File: config.mk
export PLATFORM = sky130hd
export DESIGN_NAME = bitfield_mem_unit
export DESIGN_NICKNAME = d
export VERILOG_FILES = /design/src/rtl/bitfield_mem_unit.sv
export SDC_FILE = /design/constraint.sdc
export NUM_CORES = 2
export LEC_CHECK = 0
export ABC_AREA = 1
export BUFFER_PORTS_ARGS = -buffer_cell sky130_fd_sc_hd__buf_2
export CAP_MARGIN = 20
export CORE_MARGIN = 2
export CORE_UTILIZATION = 40
export DETAILED_ROUTE_END_ITERATION = 12
export PLACE_DENSITY = 0.61
export SYNTH_ARGS = -nofsm -noshare
export SYNTH_HDL_FRONTEND = slang
export SYNTH_SLANG_ARGS = --single-unit
export TNS_END_PERCENT = 10
File: constraint.sdc
create_clock -name clk -period 13.9 [get_ports clk]
set_input_delay 2.78 -clock clk [delete_from_list [all_inputs] [get_ports clk]]
set_output_delay 2.78 -clock clk [all_outputs]
set_load 0.02 [all_outputs]
File: src/rtl/bitfield_mem_unit.sv
module bitfield_mem_unit (
  input  logic        clk,
  input  logic        rst_n,
  input  logic        start,
  input  logic [2:0]  op,
  input  logic [31:0] base_addr,
  input  logic [31:0] bit_off,
  input  logic [4:0]  fld_len,
  input  logic [31:0] ins_val,
  output logic        mem_req,
  output logic        mem_we,
  output logic [31:0] mem_addr,
  output logic [1:0]  mem_size,
  output logic [63:0] mem_wdata,
  input  logic [63:0] mem_rdata,
  input  logic        mem_ack,
  output logic        busy,
  output logic        done,
  output logic [31:0] res_value,
  output logic [31:0] res_flag
);

  typedef enum logic [1:0] {S_IDLE, S_READ, S_WRITE, S_DONE} state_t;
  state_t st;

  logic [31:0] addr_q, val_q, off_q, val_r, flag_r;
  logic [1:0]  size_q;
  logic [5:0]  bofs_q, len_q;
  logic [2:0]  op_q;
  logic [63:0] win_q;

  // offset canonicalization and window selection
  logic [5:0]  len_c, bofs_c;
  logic [31:0] byte_c, addr_c;
  logic [6:0]  span_c;
  logic [2:0]  extra_c;
  logic [1:0]  size_c;

  assign len_c   = (fld_len == 5'd0) ? 6'd32 : {1'b0, fld_len};
  assign byte_c  = base_addr + 32'($signed(bit_off) >>> 3);
  assign span_c  = {4'd0, bit_off[2:0]} + {1'b0, len_c} - 7'd1;
  assign extra_c = span_c[5:3];

  always_comb begin
    addr_c = byte_c;
    bofs_c = {3'd0, bit_off[2:0]};
    size_c = 2'd0;
    case (extra_c)
      3'd0: bofs_c = bofs_c + 6'd56;
      3'd1: begin bofs_c = bofs_c + 6'd48; size_c = 2'd1; end
      3'd2: begin
        size_c = 2'd2;
        if (byte_c[0]) begin
          addr_c = byte_c - 32'd1;
          bofs_c = bofs_c + 6'd40;
        end else begin
          bofs_c = bofs_c + 6'd32;
        end
      end
      3'd3: begin bofs_c = bofs_c + 6'd32; size_c = 2'd2; end
      default: begin
        size_c = 2'd3;
        addr_c = {byte_c[31:2], 2'b00};
        bofs_c = bofs_c + {1'b0, byte_c[1:0], 3'd0};
      end
    endcase
  end

  // field extraction from the fetched window
  logic [63:0] size_mask, win_in, shl;
  logic [6:0]  rsh;
  logic [31:0] lj, uval, sval, ffo, ins_flag;
  logic [5:0]  lz;
  logic        wr_op;

  assign size_mask = (size_q == 2'd3) ? {64{1'b1}} : ((64'd1 << (7'd8 << size_q)) - 64'd1);
  assign win_in    = mem_rdata & size_mask;
  assign shl       = win_in << bofs_q;
  assign rsh       = 7'd64 - {1'b0, len_q};
  assign lj        = shl[63:32] & ~(32'hFFFF_FFFF >> len_q);
  assign uval      = 32'(shl >> rsh);
  assign sval      = 32'($signed(shl) >>> rsh);
  assign ins_flag  = val_q << (6'd32 - len_q);
  assign ffo       = off_q + ((lj == 32'd0) ? {26'd0, len_q} : {26'd0, lz});
  assign wr_op     = (op_q >= 3'd2) && (op_q <= 3'd5);

  always_comb begin
    lz = 6'd32;
    for (int i = 0; i < 32; i++)
      if (lj[i]) lz = 6'(31 - i);
  end

  always_comb begin
    val_r  = uval;
    flag_r = lj;
    case (op_q)
      3'd1: val_r = sval;
      3'd2: flag_r = ins_flag;
      3'd6: val_r = ffo;
      default: ;
    endcase
  end

  // modified window
  logic [63:0] fmask, ins_bits;
  assign fmask    = ({64{1'b1}} << rsh) >> bofs_q;
  assign ins_bits = (({32'd0, val_q} << rsh) >> bofs_q);

  always_comb begin
    case (op_q)
      3'd2:    mem_wdata = (win_q & ~fmask) | ins_bits;
      3'd3:    mem_wdata = win_q ^ fmask;
      3'd4:    mem_wdata = win_q & ~fmask;
      3'd5:    mem_wdata = win_q | fmask;
      default: mem_wdata = win_q;
    endcase
  end

  always_ff @(posedge clk) begin
    if (!rst_n) begin
      st        <= S_IDLE;
      addr_q    <= '0;
      size_q    <= '0;
      bofs_q    <= '0;
      len_q     <= 6'd32;
      op_q      <= '0;
      val_q     <= '0;
      off_q     <= '0;
      win_q     <= '0;
      res_value <= '0;
      res_flag  <= '0;
    end else begin
      case (st)
        S_IDLE: if (start) begin
          addr_q <= addr_c;
          size_q <= size_c;
          bofs_q <= bofs_c;
          len_q  <= len_c;
          op_q   <= op;
          val_q  <= ins_val;
          off_q  <= bit_off;
          st     <= S_READ;
        end
        S_READ: if (mem_ack) begin
          win_q     <= win_in;
          res_value <= val_r;
          res_flag  <= flag_r;
          st        <= wr_op ? S_WRITE : S_DONE;
        end
        S_WRITE: if (mem_ack) st <= S_DONE;
        default: st <= S_IDLE;
      endcase
    end
  end

  assign mem_req  = (st == S_READ) || (st == S_WRITE);
  assign mem_we   = (st == S_WRITE);
  assign mem_addr = addr_q;
  assign mem_size = size_q;
  assign busy     = (st != S_IDLE);
  assign done     = (st == S_DONE);

  p_done_pulse_r11: assert property (@(posedge clk) disable iff (!rst_n)
    done |=> !done);
  p_done_after_ack_r11: assert property (@(posedge clk) disable iff (!rst_n)
    done |-> $past(mem_ack));
  p_write_same_window_r9: assert property (@(posedge clk) disable iff (!rst_n)
    (mem_req && mem_we) |-> (mem_addr == $past(mem_addr) && mem_size == $past(mem_size)));
  p_wide_aligned_r12: assert property (@(posedge clk) disable iff (!rst_n)
    (mem_req && mem_size == 2'd3) |-> (mem_addr[1:0] == 2'b00));
  p_byte_write_clean_r12: assert property (@(posedge clk) disable iff (!rst_n)
    (mem_req && mem_we && mem_size == 2'd0) |-> (mem_wdata[63:8] == 56'd0));
  p_idle_quiet_r1: assert property (@(posedge clk) disable iff (!rst_n)
    !busy |-> (!mem_req && !done));

endmodule

==> results.yml <==
placed_design:
  dp_slack_ns: 3.731
  io_buffers: 337
  placed_cell_area_sq_um: 34680
  dp_hpwl_um: 125300
  place.gp.congestion: 1.052
cells_and_area:
  finalNetCount: 6220
  syn_to_final_growth_pct: 7.631
  drive_gt1_share_pct: 10.42
  fillers: 9228
  stdcell_area_sq_um: 35830
pwr:
  powerDensity_nw_per_um2: 308.4
  peakVddDrop_uv: 112.0
  leakagePower_nw: 16.54
yosys:
  synth.most_common_cell: "nand2_1"
  yosysWarnings: 0
  ys_ff_latch: 240
  synth_edf_count: 0
  synth_area_leaders: "nand2_1, dfxtp_1, o21ai_0"
  synth-async-reset-ratio_pct: 0
  syn_inst: 5898
  yosys.area.top_type: "nand2_1"
  avgSynthCellArea_sq_um: 5.644
  syn_area_sq_um: 33290
  synth.top_cells.by_count: "nand2_1, o21ai_0, nor2_1, inv_1, a21oi_1"
  ys_seq_area_share_pct: 14.43
  ys.flop_type: "dfxtp_1"
  synth_top_cell_area_share_pct: 18.00
  synth_nets: 6253
  ys_types: 71
global_routing:
  grt_max_degree: 116
  grt_pass1_wl_um: 242600
  grt.total_usage_pct: 36.59
  antenna_found_initial: 5
  grt_pass1_vias: 37690
  overflow: 0
clock_tree:
  cts_sinks: 240
  clk_latency_ns: 0.58
  htreeDepth: 2
  cts_tree: "yes"
  postCtsHoldBufs: 0
  post_cts_buffers: 0
  clockBufferDepth: 3
  cts.clk_slew.worst_paths_ns: 0.05
  ctsResizeCount: 0
  clock-root-buffer: "clkbuf_16"
  cts-buffers-inserted: 34
sta:
  maxSlewHeadroom_pct: 15.90
  fin_skew_ns: 0.04765
  setup_viol: 0
  slew_violations: 0
  setup_slack_ns: 2.972
  tns_ns: 0
  worstMarginPinSlew_ns: 1.252
  max_freq_mhz: 91.51
  min_period_ns: 10.93
  finalHoldViolations: 0
  fin_crit_sh_pct: 78.62
  rsz0062_at_grt: "false"
setup_path:
  crit_path_start_kind: "flip-flop"
  r2r_slack_ns: 4.54
  cp_slowest_cell: "buf_4"
  r2r_end: "res_value[30]$_SDFFE_PN0P_"
  timing.rr.start: "off_q[0]$_SDFFE_PN0P_"
  r2r_cells: 43
  cp_max_fo: 91
  crit_type: "reg2out"
  cpPeakStageDelay_ns: 0.75
  arrival_ns: 8.15
  cp-end-kind: "output port"
  critical_path_required_ns: 11.12
die:
  die_y_um: 292.5
  core_region_area_sq_um: 82240
  die_area_sq_um: 85540
  die_x_um: 292.5
  initial_core_util_pct: 40.47
  io_pins: 338
  rows: 105
route:
  via_per_inst: 6.079
  drt_wl_total_um: 164000
  drtAntennaViolNets: 0
  wl_per_cell_um: 23.56
  vias: 42320
  drtPass1Iterations: 6
  drc: 0
  drtIter0Drc: 5716
min_path:
  min_delay_path_depth: 2
  hold_path.class: "reg2reg"
  worstHoldStart: "res_flag[5]$_SDFFE_PN0P_"
  holdPathEnd: "res_flag[5]$_SDFFE_PN0P_"
outcome:
  status: "finished, final reports clean"
run:
  cap_violations: 0
-- critical path, delay by kind of cell (launching register included) --
kind | cells | cell delay, ns
buffers and inverters | 10 | 3.34
adders and majority gates | 2 | 0.66
DFF | 1 | 0.30
AOI/OAI and AO/OA | 8 | 1.90
and+or+nand+nor | 7 | 1.33
-- stage by stage --
stage | util (%) | std cells | total power (W) | hold slack, ns
final | 43.56 | 6961 | 0.01105 | 0.4639
after global routing | 43.56 | 6960 | 0.01177 | 0.4858
after global placement | 42.17 | 6897 | 0.009711 | 0.4506
after detailed placement | 42.17 | 6897 | 0.009715 | 0.4532
after floorplan | - | 5898 | 0.006832 | 0.4380
after CTS | 43.54 | 6958 | 0.01066 | 0.4666
-- final cells by class --
type	instances	area, sq um	area share (%)
multi-input cells	4766	24790	69.20
flip-flops and latches	240	4826	13.47
repair buffers	390	2087	5.825
inverters	433	1650	4.607
well taps	1070	1339	3.737
clock buffers	45	963.4	2.689
clock inverters	16	166.4	0.4645
diodes	1	2.502	0.006985
-- kinds of logic after synthesis --
kind of cell	share of synthesized area, %
xor gates and xnor gates	0.8683
DFF	14.43
adders and majority gates	6.924
muxes	2.706
and+or+nand+nor	31.20
AOI/OAI and AO/OA	32.65
buffers and inverters	11.21
-- layout by cell type (no fill, tap or decap), types with 20 or more instances in the layout --
master and n:
or2_1 22, buf_4 52, mux2i_1 90, a21oi_1 334, o31ai_1 20, a211oi_1 24
inv_1 382, buf_2 336, o211ai_1 52, o2111ai_1 49, inv_2 35, xor2_1 23
nor3_1 21, nand2_2 23, o21ai_2 26, ha_1 179, dfxtp_1 233, o21ai_0 832
o21ai_1 248, nand3_1 308, o22ai_1 88, nand2_1 1593, a221oi_1 23, a31oi_1 100
a22o_1 21, clkbuf_16 35, o221ai_1 28, nor2_1 488
-- where the power goes --
group          switching, W  internal, W
sequential         0.000230     0.000853
combinational       0.00664      0.00241
clock              0.000386     0.000532
total               0.00726      0.00379
-- metal layers --
layer	vias to the layer above	wire length, um	global-route usage (%)
met1	19520	70430	51.44
met4	8	9877	18.84
met2	2481	65980	52.58
met3	314	17650	7.057
li1	19990	-	-
met5	-	51	0
-- flip-flops by register name (all words and copies together), names as in the netlist, 3 cells and up --
| register | flops |
|---|---|
| bofs_q | 3 |
| len_q | 6 |
| mem_addr | 32 |
| off_q | 32 |
| op_q | 3 |
| res_flag | 32 |
| res_value | 32 |
| val_q | 32 |
| win_q | 64 |
-- worst max-delay path by stage --
stage	startpoint	endpoint	slack, ns	cells after the start
2_1_floorplan	mem_rdata[1]	res_value[30]$_SDFFE_PN0P_	5.71	65
3_3_place_gp	mem_rdata[0]	res_value[30]$_SDFFE_PN0P_	3.75	43
3_5_place_dp	mem_rdata[0]	res_value[30]$_SDFFE_PN0P_	3.73	43
4_1_cts	len_q[0]$_SDFFE_PN0P_	mem_wdata[31]	3.30	31
5_1_grt	len_q[0]$_SDFFE_PN0P_	mem_wdata[31]	2.61	31
6_report	len_q[0]$_SDFFE_PN0P_	mem_wdata[14]	2.97	27
Power figures use the tool's default switching activity.
